[config.mk]
export PLATFORM = sky130hd
export DESIGN_NAME = morse_letter_tx
export DESIGN_NICKNAME = d
export VERILOG_FILES = /design/src/rtl/morse_pkg.sv /design/src/rtl/morse_rate_div.sv /design/src/rtl/morse_pattern_rom.sv /design/src/rtl/morse_shifter.sv /design/src/rtl/morse_letter_tx.sv
export SDC_FILE = /design/constraint.sdc
export NUM_CORES = 1
export LEC_CHECK = 0
export ABC_AREA = 1
export BUFFER_PORTS_ARGS = -buffer_cell sky130_fd_sc_hd__buf_2
export CAP_MARGIN = 20
export CORE_MARGIN = 5
export CORE_UTILIZATION = 55
export DETAILED_ROUTE_END_ITERATION = 12
export PLACE_DENSITY_LB_ADDON = 0.05
export SYNTH_ARGS = -nofsm -noshare
export SYNTH_HDL_FRONTEND = slang
export SYNTH_SLANG_ARGS = --single-unit
[constraint.sdc]
create_clock -name clk_i -period 1.55 [get_ports clk_i]
set_clock_uncertainty 0.05 [all_clocks]
set_input_delay 0.31 -clock clk_i [delete_from_list [all_inputs] [get_ports clk_i]]
set_output_delay 0.31 -clock clk_i [all_outputs]
set_load 0.005 [all_outputs]
[src/rtl/morse_pkg.sv]
package morse_pkg;
   localparam int MORSE_LETTERS = 8;
   localparam int MAX_ELEMS     = 4;

   typedef enum logic [2:0] {
      LTR_A, LTR_B, LTR_C, LTR_D, LTR_E, LTR_F, LTR_G, LTR_H
   } letter_e;

   // len: number of elements; dash[e] set when element e (first = 0) is a dash
   typedef struct packed {
      logic [2:0] len;
      logic [3:0] dash;
   } glyph_t;

   function automatic glyph_t glyph_of(letter_e l);
      glyph_t g;
      case (l)
         LTR_A:   g = '{len: 3'd2, dash: 4'b0010};
         LTR_B:   g = '{len: 3'd4, dash: 4'b0001};
         LTR_C:   g = '{len: 3'd4, dash: 4'b0101};
         LTR_D:   g = '{len: 3'd3, dash: 4'b0001};
         LTR_E:   g = '{len: 3'd1, dash: 4'b0000};
         LTR_F:   g = '{len: 3'd4, dash: 4'b0100};
         LTR_G:   g = '{len: 3'd3, dash: 4'b0011};
         default: g = '{len: 3'd4, dash: 4'b0000};
      endcase
      return g;
   endfunction
endpackage

[src/rtl/morse_rate_div.sv]
module morse_rate_div #(
   parameter int TICKS = 2
) (
   input  logic clk_i,
   input  logic rst_i,
   input  logic restart_i,
   input  logic run_i,
   output logic tick_o
);
   if (TICKS < 1) begin : g_bad_ticks
      $error("morse_rate_div: TICKS must be at least 1");
   end

   if (TICKS == 1) begin : g_every_cycle
      assign tick_o = run_i && !restart_i;
   end else begin : g_counter
      localparam int CW = $clog2(TICKS);
      localparam logic [CW-1:0] RELOAD = CW'(TICKS - 1);
      logic [CW-1:0] cnt_q;

      always_ff @(posedge clk_i) begin
         if (rst_i)                cnt_q <= '0;
         else if (restart_i)       cnt_q <= RELOAD;
         else if (run_i) begin
            if (cnt_q == '0)       cnt_q <= RELOAD;
            else                   cnt_q <= cnt_q - 1'b1;
         end
      end

      assign tick_o = run_i && !restart_i && (cnt_q == '0);
   end
endmodule

[src/rtl/morse_pattern_rom.sv]
module morse_pattern_rom
   import morse_pkg::*;
#(
   parameter int PAT_W = 12
) (
   input  logic [2:0]       letter_i,
   output logic [PAT_W-1:0] pattern_o
);
   localparam int ACC_W = PAT_W + 1;

   if (PAT_W < 12) begin : g_bad_width
      $error("morse_pattern_rom: PAT_W must be at least 12");
   end

   // Pack elements back to back, then left-align, dropping the final gap bit.
   function automatic logic [PAT_W-1:0] build(glyph_t g);
      logic [ACC_W-1:0] acc;
      int used;
      acc  = '0;
      used = 0;
      for (int e = 0; e < MAX_ELEMS; e++) begin
         if (e < int'(g.len)) begin
            if (g.dash[e]) begin
               acc  = (acc << 4) | ACC_W'(4'b1110);
               used = used + 4;
            end else begin
               acc  = (acc << 2) | ACC_W'(2'b10);
               used = used + 2;
            end
         end
      end
      acc = acc << (ACC_W - used);
      return acc[ACC_W-1:1];
   endfunction

   logic [PAT_W-1:0] table_w [MORSE_LETTERS];

   for (genvar i = 0; i < MORSE_LETTERS; i++) begin : g_entry
      assign table_w[i] = build(glyph_of(letter_e'(i)));
   end

   assign pattern_o = table_w[letter_i];
endmodule

[src/rtl/morse_shifter.sv]
module morse_shifter #(
   parameter int PAT_W = 12
) (
   input  logic             clk_i,
   input  logic             rst_i,
   input  logic             load_i,
   input  logic [PAT_W-1:0] data_i,
   input  logic             shift_i,
   output logic             msb_o
);
   logic [PAT_W-1:0] sreg_q;

   always_ff @(posedge clk_i) begin
      if (rst_i)        sreg_q <= '0;
      else if (load_i)  sreg_q <= data_i;
      else if (shift_i) sreg_q <= {sreg_q[PAT_W-2:0], 1'b0};
   end

   assign msb_o = sreg_q[PAT_W-1];
endmodule

[src/rtl/morse_letter_tx.sv]
module morse_letter_tx #(
   parameter int CLK_HZ = 50_000_000,
   parameter int PAT_W  = 12
) (
   input  logic       clk_i,
   input  logic       rst_i,
   input  logic       start_i,
   input  logic [2:0] letter_i,
   output logic       serial_o,
   output logic       bit_strobe_o
);
   localparam int TICKS = CLK_HZ / 2;
   localparam int CNT_W = $clog2(PAT_W + 1);
   localparam logic [CNT_W-1:0] LAST = CNT_W'(PAT_W);

   if (CLK_HZ < 2) begin : g_bad_clk
      $error("morse_letter_tx: CLK_HZ must be at least 2");
   end

   logic             load_w;
   logic             tick_w;
   logic             active_q;
   logic [CNT_W-1:0] sent_q;
   logic             strobe_q;
   logic [PAT_W-1:0] pattern_w;

   assign load_w = start_i && !rst_i;

   morse_pattern_rom #(.PAT_W(PAT_W)) u_rom (
      .letter_i  (letter_i),
      .pattern_o (pattern_w)
   );

   morse_rate_div #(.TICKS(TICKS)) u_div (
      .clk_i     (clk_i),
      .rst_i     (rst_i),
      .restart_i (load_w),
      .run_i     (active_q),
      .tick_o    (tick_w)
   );

   morse_shifter #(.PAT_W(PAT_W)) u_shift (
      .clk_i   (clk_i),
      .rst_i   (rst_i),
      .load_i  (load_w),
      .data_i  (pattern_w),
      .shift_i (tick_w),
      .msb_o   (serial_o)
   );

   always_ff @(posedge clk_i) begin
      if (rst_i) begin
         active_q <= 1'b0;
         sent_q   <= '0;
         strobe_q <= 1'b0;
      end else if (load_w) begin
         active_q <= 1'b1;
         sent_q   <= CNT_W'(1);
         strobe_q <= 1'b1;
      end else if (tick_w) begin
         if (sent_q == LAST) begin
            active_q <= 1'b0;
            strobe_q <= 1'b0;
         end else begin
            sent_q   <= sent_q + 1'b1;
            strobe_q <= 1'b1;
         end
      end else begin
         strobe_q <= 1'b0;
      end
   end

   assign bit_strobe_o = strobe_q;
endmodule

# After elaboration in Yosys (flattened, before gate mapping)
# Memories as Yosys holds them, arrays and structs flattened.
# Index checks and enable logic that the tools add are counted.
# W data, S select, Z words.
[word_totals]
regBits = 43
rom_bits = 96
input_bits = 6
out_inout_bits = 2
wordCells = 44
memories = 1
[memory_table]
columns = ["memory", "depth", "width", "rd", "rd_ports_with_merged_regs", "write_ports", "line_no", "text"]
rows = [
  ["(name not given)", 8, 12, 1, 0, 0, "morse_pattern_rom.sv:42", "assign pattern_o = table_w[letter_i];"],
]
[op_classes]
add_sub_neg = 2
n_lt_le_gt_ge = 1
n_eq_ne = 2
muxes = 16
n_bitwise = 2
reduce_logical = 13
[ops]
columns = ["operator", "count"]
rows = [
  ["$mux W25", 3],
  ["$mux W12", 4],
  ["$logic_not A25 Y1", 1],
  ["$sub A25 B1 Y25 const B", 1],
  ["$mux W1", 9],
  ["$reduce_and A2 Y1", 3],
  ["$reduce_bool A2 Y1", 3],
  ["$add A4 B1 Y4 const B", 1],
  ["$eq A4 B4 Y1 const B", 1],
  ["$ge A4 B4 Y1 const B", 1],
  ["$not A3 Y4", 1],
  ["$logic_and A1 B1 Y1", 3],
  ["$logic_not A1 Y1", 2],
  ["$ne A2 B1 Y1 const B", 1],
  ["$reduce_or A2 Y1", 1],
  ["$not A1 Y1", 1],
]

# Longest topological paths before layout
[depth]
depth_word = 7
ltp_mapped = 13

# Hierarchy
# A second synthesis with hierarchy kept.
[hier_totals]
cells_unflattened = 377
area_unflattened_um2 = 2663.8
[modules_own_cells]
columns = ["module", "instances", "cells_per_inst", "area_each_um2", "seq_area_each_um2"]
rows = [
  ["morse_rate_div", 1, 224, 1626.6, 500.5],
  ["morse_shifter", 1, 90, 601.8, 240.2],
  ["morse_letter_tx", 1, 41, 316.6, 120.1],
  ["morse_pattern_rom", 1, 22, 118.9, 0.0],
]

# Worst setup path before layout
# No wires, ideal clock.
[synth_timing]
path_kind = "register -> register"
startpoint = "register u_div.g_counter.cnt_q[0]"
endpoint = "register u_shift.sreg_q[11]"
setup_ps = 131
arrival_time_ps = 1415
setup_slack_ps = -46
path_stages_with_launch = 13
n_path_buf = 1
period_less_slack_ps = 1596
cell_sequence = "dfxtp_1 inv_1 ha_1 inv_1 nor2_1 nand2_1 nor2_1 nand3_4 nand2_4 nand2_4 buf_6 nand2_1 a21oi_1"
[synth_via]
elab_chain_len = 3
[synth_lines]
columns = ["item", "line_no", "text"]
rows = [
  ["from (decl)", "morse_rate_div.sv:19", "logic [CW-1:0] cnt_q;"],
  ["from (signal assigned)", "morse_rate_div.sv:26", "else cnt_q <= cnt_q - 1'b1;"],
  ["$logic_not A25 Y1", "morse_rate_div.sv:30", "assign tick_o = run_i && !restart_i && (cnt_q == '0);"],
  ["$logic_and A1 B1 Y1", "morse_rate_div.sv:30", ""],
  ["$reduce_bool A2 Y1 (no source line)", "--", ""],
  ["to (signal assigned)", "morse_shifter.sv:15", "else if (load_i) sreg_q <= data_i;"],
  ["to (signal assigned)", "morse_shifter.sv:16", "else if (shift_i) sreg_q <= {sreg_q[PAT_W-2:0], 1'b0};"],
  ["to (decl)", "morse_shifter.sv:11", "logic [PAT_W-1:0] sreg_q;"],
]
# Every way passes these cells.
# A chain may end at the register's enable or synchronous reset.

# Final worst setup path
[layout_timing]
startpoint = "register u_div.g_counter.cnt_q[0]"
endpoint = "register sent_q[0]"
[layout_via]
elab_chain_len = 4
[layout_lines]
columns = ["item", "line_no", "text"]
rows = [
  ["$logic_not A25 Y1", "morse_rate_div.sv:30", ""],
  ["$logic_and A1 B1 Y1", "morse_rate_div.sv:30", ""],
  ["$reduce_bool A2 Y1 (no source line)", "--", ""],
  ["$reduce_and A2 Y1 (no source line)", "--", ""],
  ["to (signal assigned)", "morse_letter_tx.sv:65", "sent_q <= sent_q + 1'b1;"],
  ["to (decl)", "morse_letter_tx.sv:23", "logic [CNT_W-1:0] sent_q;"],
]
# Every way passes these cells.

==> results.cfg <==
[cells_and_area]
drive_gt1_frac = 0.322
fin_area_mm2 = 0.00306
diodes = 0
nets = 406
post-route-util = 0.712
syn_to_final_growth_pct = 27.8

[detailed_routing]
first_pass_iters = 4
drt_iter0_drc = 111
wl_per_cell_um = 14.1
ant_nets = 0
drt_wl_total_um = 6270
drc_errors = 0
via_per_inst = 5.24
routed-via-count = 2335

[sta]
max-slew-margin-rel = 0.786
rsz0062_at_grt = yes
hold_viol = 0
tightest_slew_ns = 0.320
setup_ws_ns = -0.0710
finalSetupViolCount = 32
maxSlewViolCount = 0
fmax_mhz = 617
period_needed_ns = 1.62
setup_tns_ns = -0.790
hold-worst-slack_ns = 0.317
min_period_over_period = 1.05

[critical_path]
end_kind = flop
crit_path_max_fanout = 7
crit_type = reg2reg
r2r-start = u_div.g_counter.cnt_q[0]
required_ns = 1.74
setup.worst_path.start_class = flop
worst_r2r_path_depth = 11
regToRegEndpoint = sent_q[0]
rrSetupSlack_ns = -0.07
arrival_ns = 1.81

[hold_path]
hold_path_depth = 4
hold_class = in2reg
hp-start = start_i
worstHoldEndpoint = sent_q[2]

[outcome]
violations = setup timing
status = finished with violations

[logic_synthesis]
ys_ff_latch = 42
synth_cell_types = 37
synth_area_mm2 = 0.00239
syn_avg_cell_area_um2 = 6.93
syn_nets = 358
netlist_instances = 345
synth_seq_area_share = 0.352
synth_warnings = 0

[placement]
post-dp-hpwl_um = 4390
gp_congestion = 0.867
dpl_cell_area_mm2 = 0.00269
port_buffers = 7

[floorplan]
io_pins = 8
initial_core_util = 0.557
die_x_um = 75.9
core_mm2 = 0.00429
dieArea_mm2 = 0.00577
fp.dieH_um = 75.9
row_count = 24

[clocking]
h-tree-depth = 2
path_clk_slew_ns = 0.08
hold_buffers = 0
cts_tree = built
cts_made_buffers = 5
clk_path_buf_depth = 2
clock_sinks = 42
clock_latency_ns = 0.30
cts_root_buf = clkbuf_8

[grt]
grt_pass1_wl_um = 9850
antenna_found_initial = 0
grt_pass1_vias = 2148
grt_use_total = 0.207
grt_start_max_net_pins = 21
grt_overflow = 0

[power_and_ir_drop]
p_leak_nw = 1.37
ir_drop_uv = 871
p_per_area_mw_per_mm2 = 1010

[run]
maxCapViolations = 0
kinds of logic (layout without fill, tap and decap cells):
kind of cell             count (synthesis)  after routing  share of synthesized area
AND/OR/NAND/NOR                        191            192                      0.374
flip-flops                              42             42                      0.352
adder cells (fa/ha/maj)                  7              7                     0.0366
buffers and inverters                   43             91                     0.0801
XOR/XNOR                                13             13                     0.0476
AO/OA/AOI/OAI                           49             49                      0.110
area by class of cell:
| type | instances | area [um2] |
|---|---|---|
| sequential | 42 | 845 |
| clock inverter | 2 | 12.5 |
| timing repair buffer | 47 | 363 |
| inverter | 36 | 145 |
| multi-input combinational | 261 | 1540 |
| fill | 363 | 1240 |
| clock buffer | 6 | 82.6 |
| tap | 52 | 65.1 |
cell usage after synthesis, drive strengths merged:
master	count	share of area
nand2	76	0.13
nor2	70	0.13
dfxtp	42	0.35
inv	36	0.058
nand3	35	0.083
o21ai	24	0.052
a21oi	21	0.046
xor2	11	0.040
ha	7	0.037
buf	5	0.019
nand4	5	0.013
clkbuf	2	0.0031
nor3	2	0.0089
xnor2	2	0.0073
a22oi	1	0.0031
a31oi	1	0.0026
and2	1	0.0026
nor3b	1	0.0031
o311ai	1	0.0037
o31ai	1	0.0031
or2	1	0.0026
state kept, by name, indices dropped and copies added, names as in the netlist:
register,cells
u_div.g_counter.cnt_q,25
sent_q,4
bit_strobe_o,1
u_shift.sreg_q,11
active_q,1
metrics by stage:
stage | setup WS [ns] | total power, W | cells
floorplan | 0.0133 | 0.00186 | 345
global placement | -0.0339 | 0.00215 | 429
detailed placement | -0.139 | 0.00216 | 429
CTS | -0.0278 | 0.00297 | 441
global route | -0.153 | 0.00328 | 446
finish | -0.0710 | 0.00309 | 446
where the power goes:
group / internal, W / switching [W]
clock network: 0.000358 / 0.000388
registers: 0.00116 / 0.0000860
logic: 0.000435 / 0.000662
total: 0.00195 / 0.00114
how the worst max path moves through the flow:
stage                                   startpoint                        end  slack (ns)  cells after the start
final                     u_div.g_counter.cnt_q[0]                  sent_q[0]       -0.07                     11
after detailed placement  u_div.g_counter.cnt_q[1]          u_shift.sreg_q[7]       -0.14                     11
after CTS                 u_div.g_counter.cnt_q[1]  u_div.g_counter.cnt_q[18]       -0.03                     11
after floorplan           u_div.g_counter.cnt_q[1]         u_shift.sreg_q[11]        0.01                     12
after global placement    u_div.g_counter.cnt_q[1]          u_shift.sreg_q[4]       -0.03                     11
after global routing      u_div.g_counter.cnt_q[0]         u_shift.sreg_q[10]       -0.15                     12
layer usage:
| layer | wire length (um) | vias up | GRT usage | part of all wire |
|---|---|---|---|---|
| li1 | - | 1208 | - | - |
| met4 | 163 | 0 | 0.0890 | 0.026 |
| met2 | 2930 | 55 | 0.322 | 0.47 |
| met5 | 0 | - | 0 | 0 |
| met3 | 386 | 15 | 0.0462 | 0.062 |
| met1 | 2790 | 1057 | 0.273 | 0.44 |
worst max-delay path, stage by stage, from the launching register on:
cell and delay (ns):
dfxtp_2 0.34, inv_4 0.08, ha_4 0.13, inv_2 0.03, nor2_2 0.12, nand2_1 0.08, nor2_2 0.13, nand3_4 0.13
nand2_8 0.14, buf_6 0.14, nand3_2 0.08, a21oi_2 0.11
timing repair:
item	in CTS	in global routing
pin swaps	6	18
setup endpoints to repair	38	42
buffers inserted	4	4
resized for setup	19	48
gates cloned	0	1
placed cells by master (no fill, tap or decap), drive strengths merged:
cell type / instances
xor2: 11
a31oi: 1
or2: 1
inv: 36
nor3b: 1
nor3: 2
and2: 1
ha: 7
dfxtp: 42
nand4: 5
a21oi: 21
xnor2: 2
o31ai: 1
clkinv: 1
nand2: 77
o311ai: 1
nor2: 70
clkinvlp: 1
clkbuf: 6
buf: 47
nand3: 35
a22oi: 1
o21ai: 24
No activity file was read; power rests on OpenSTA's default activity.
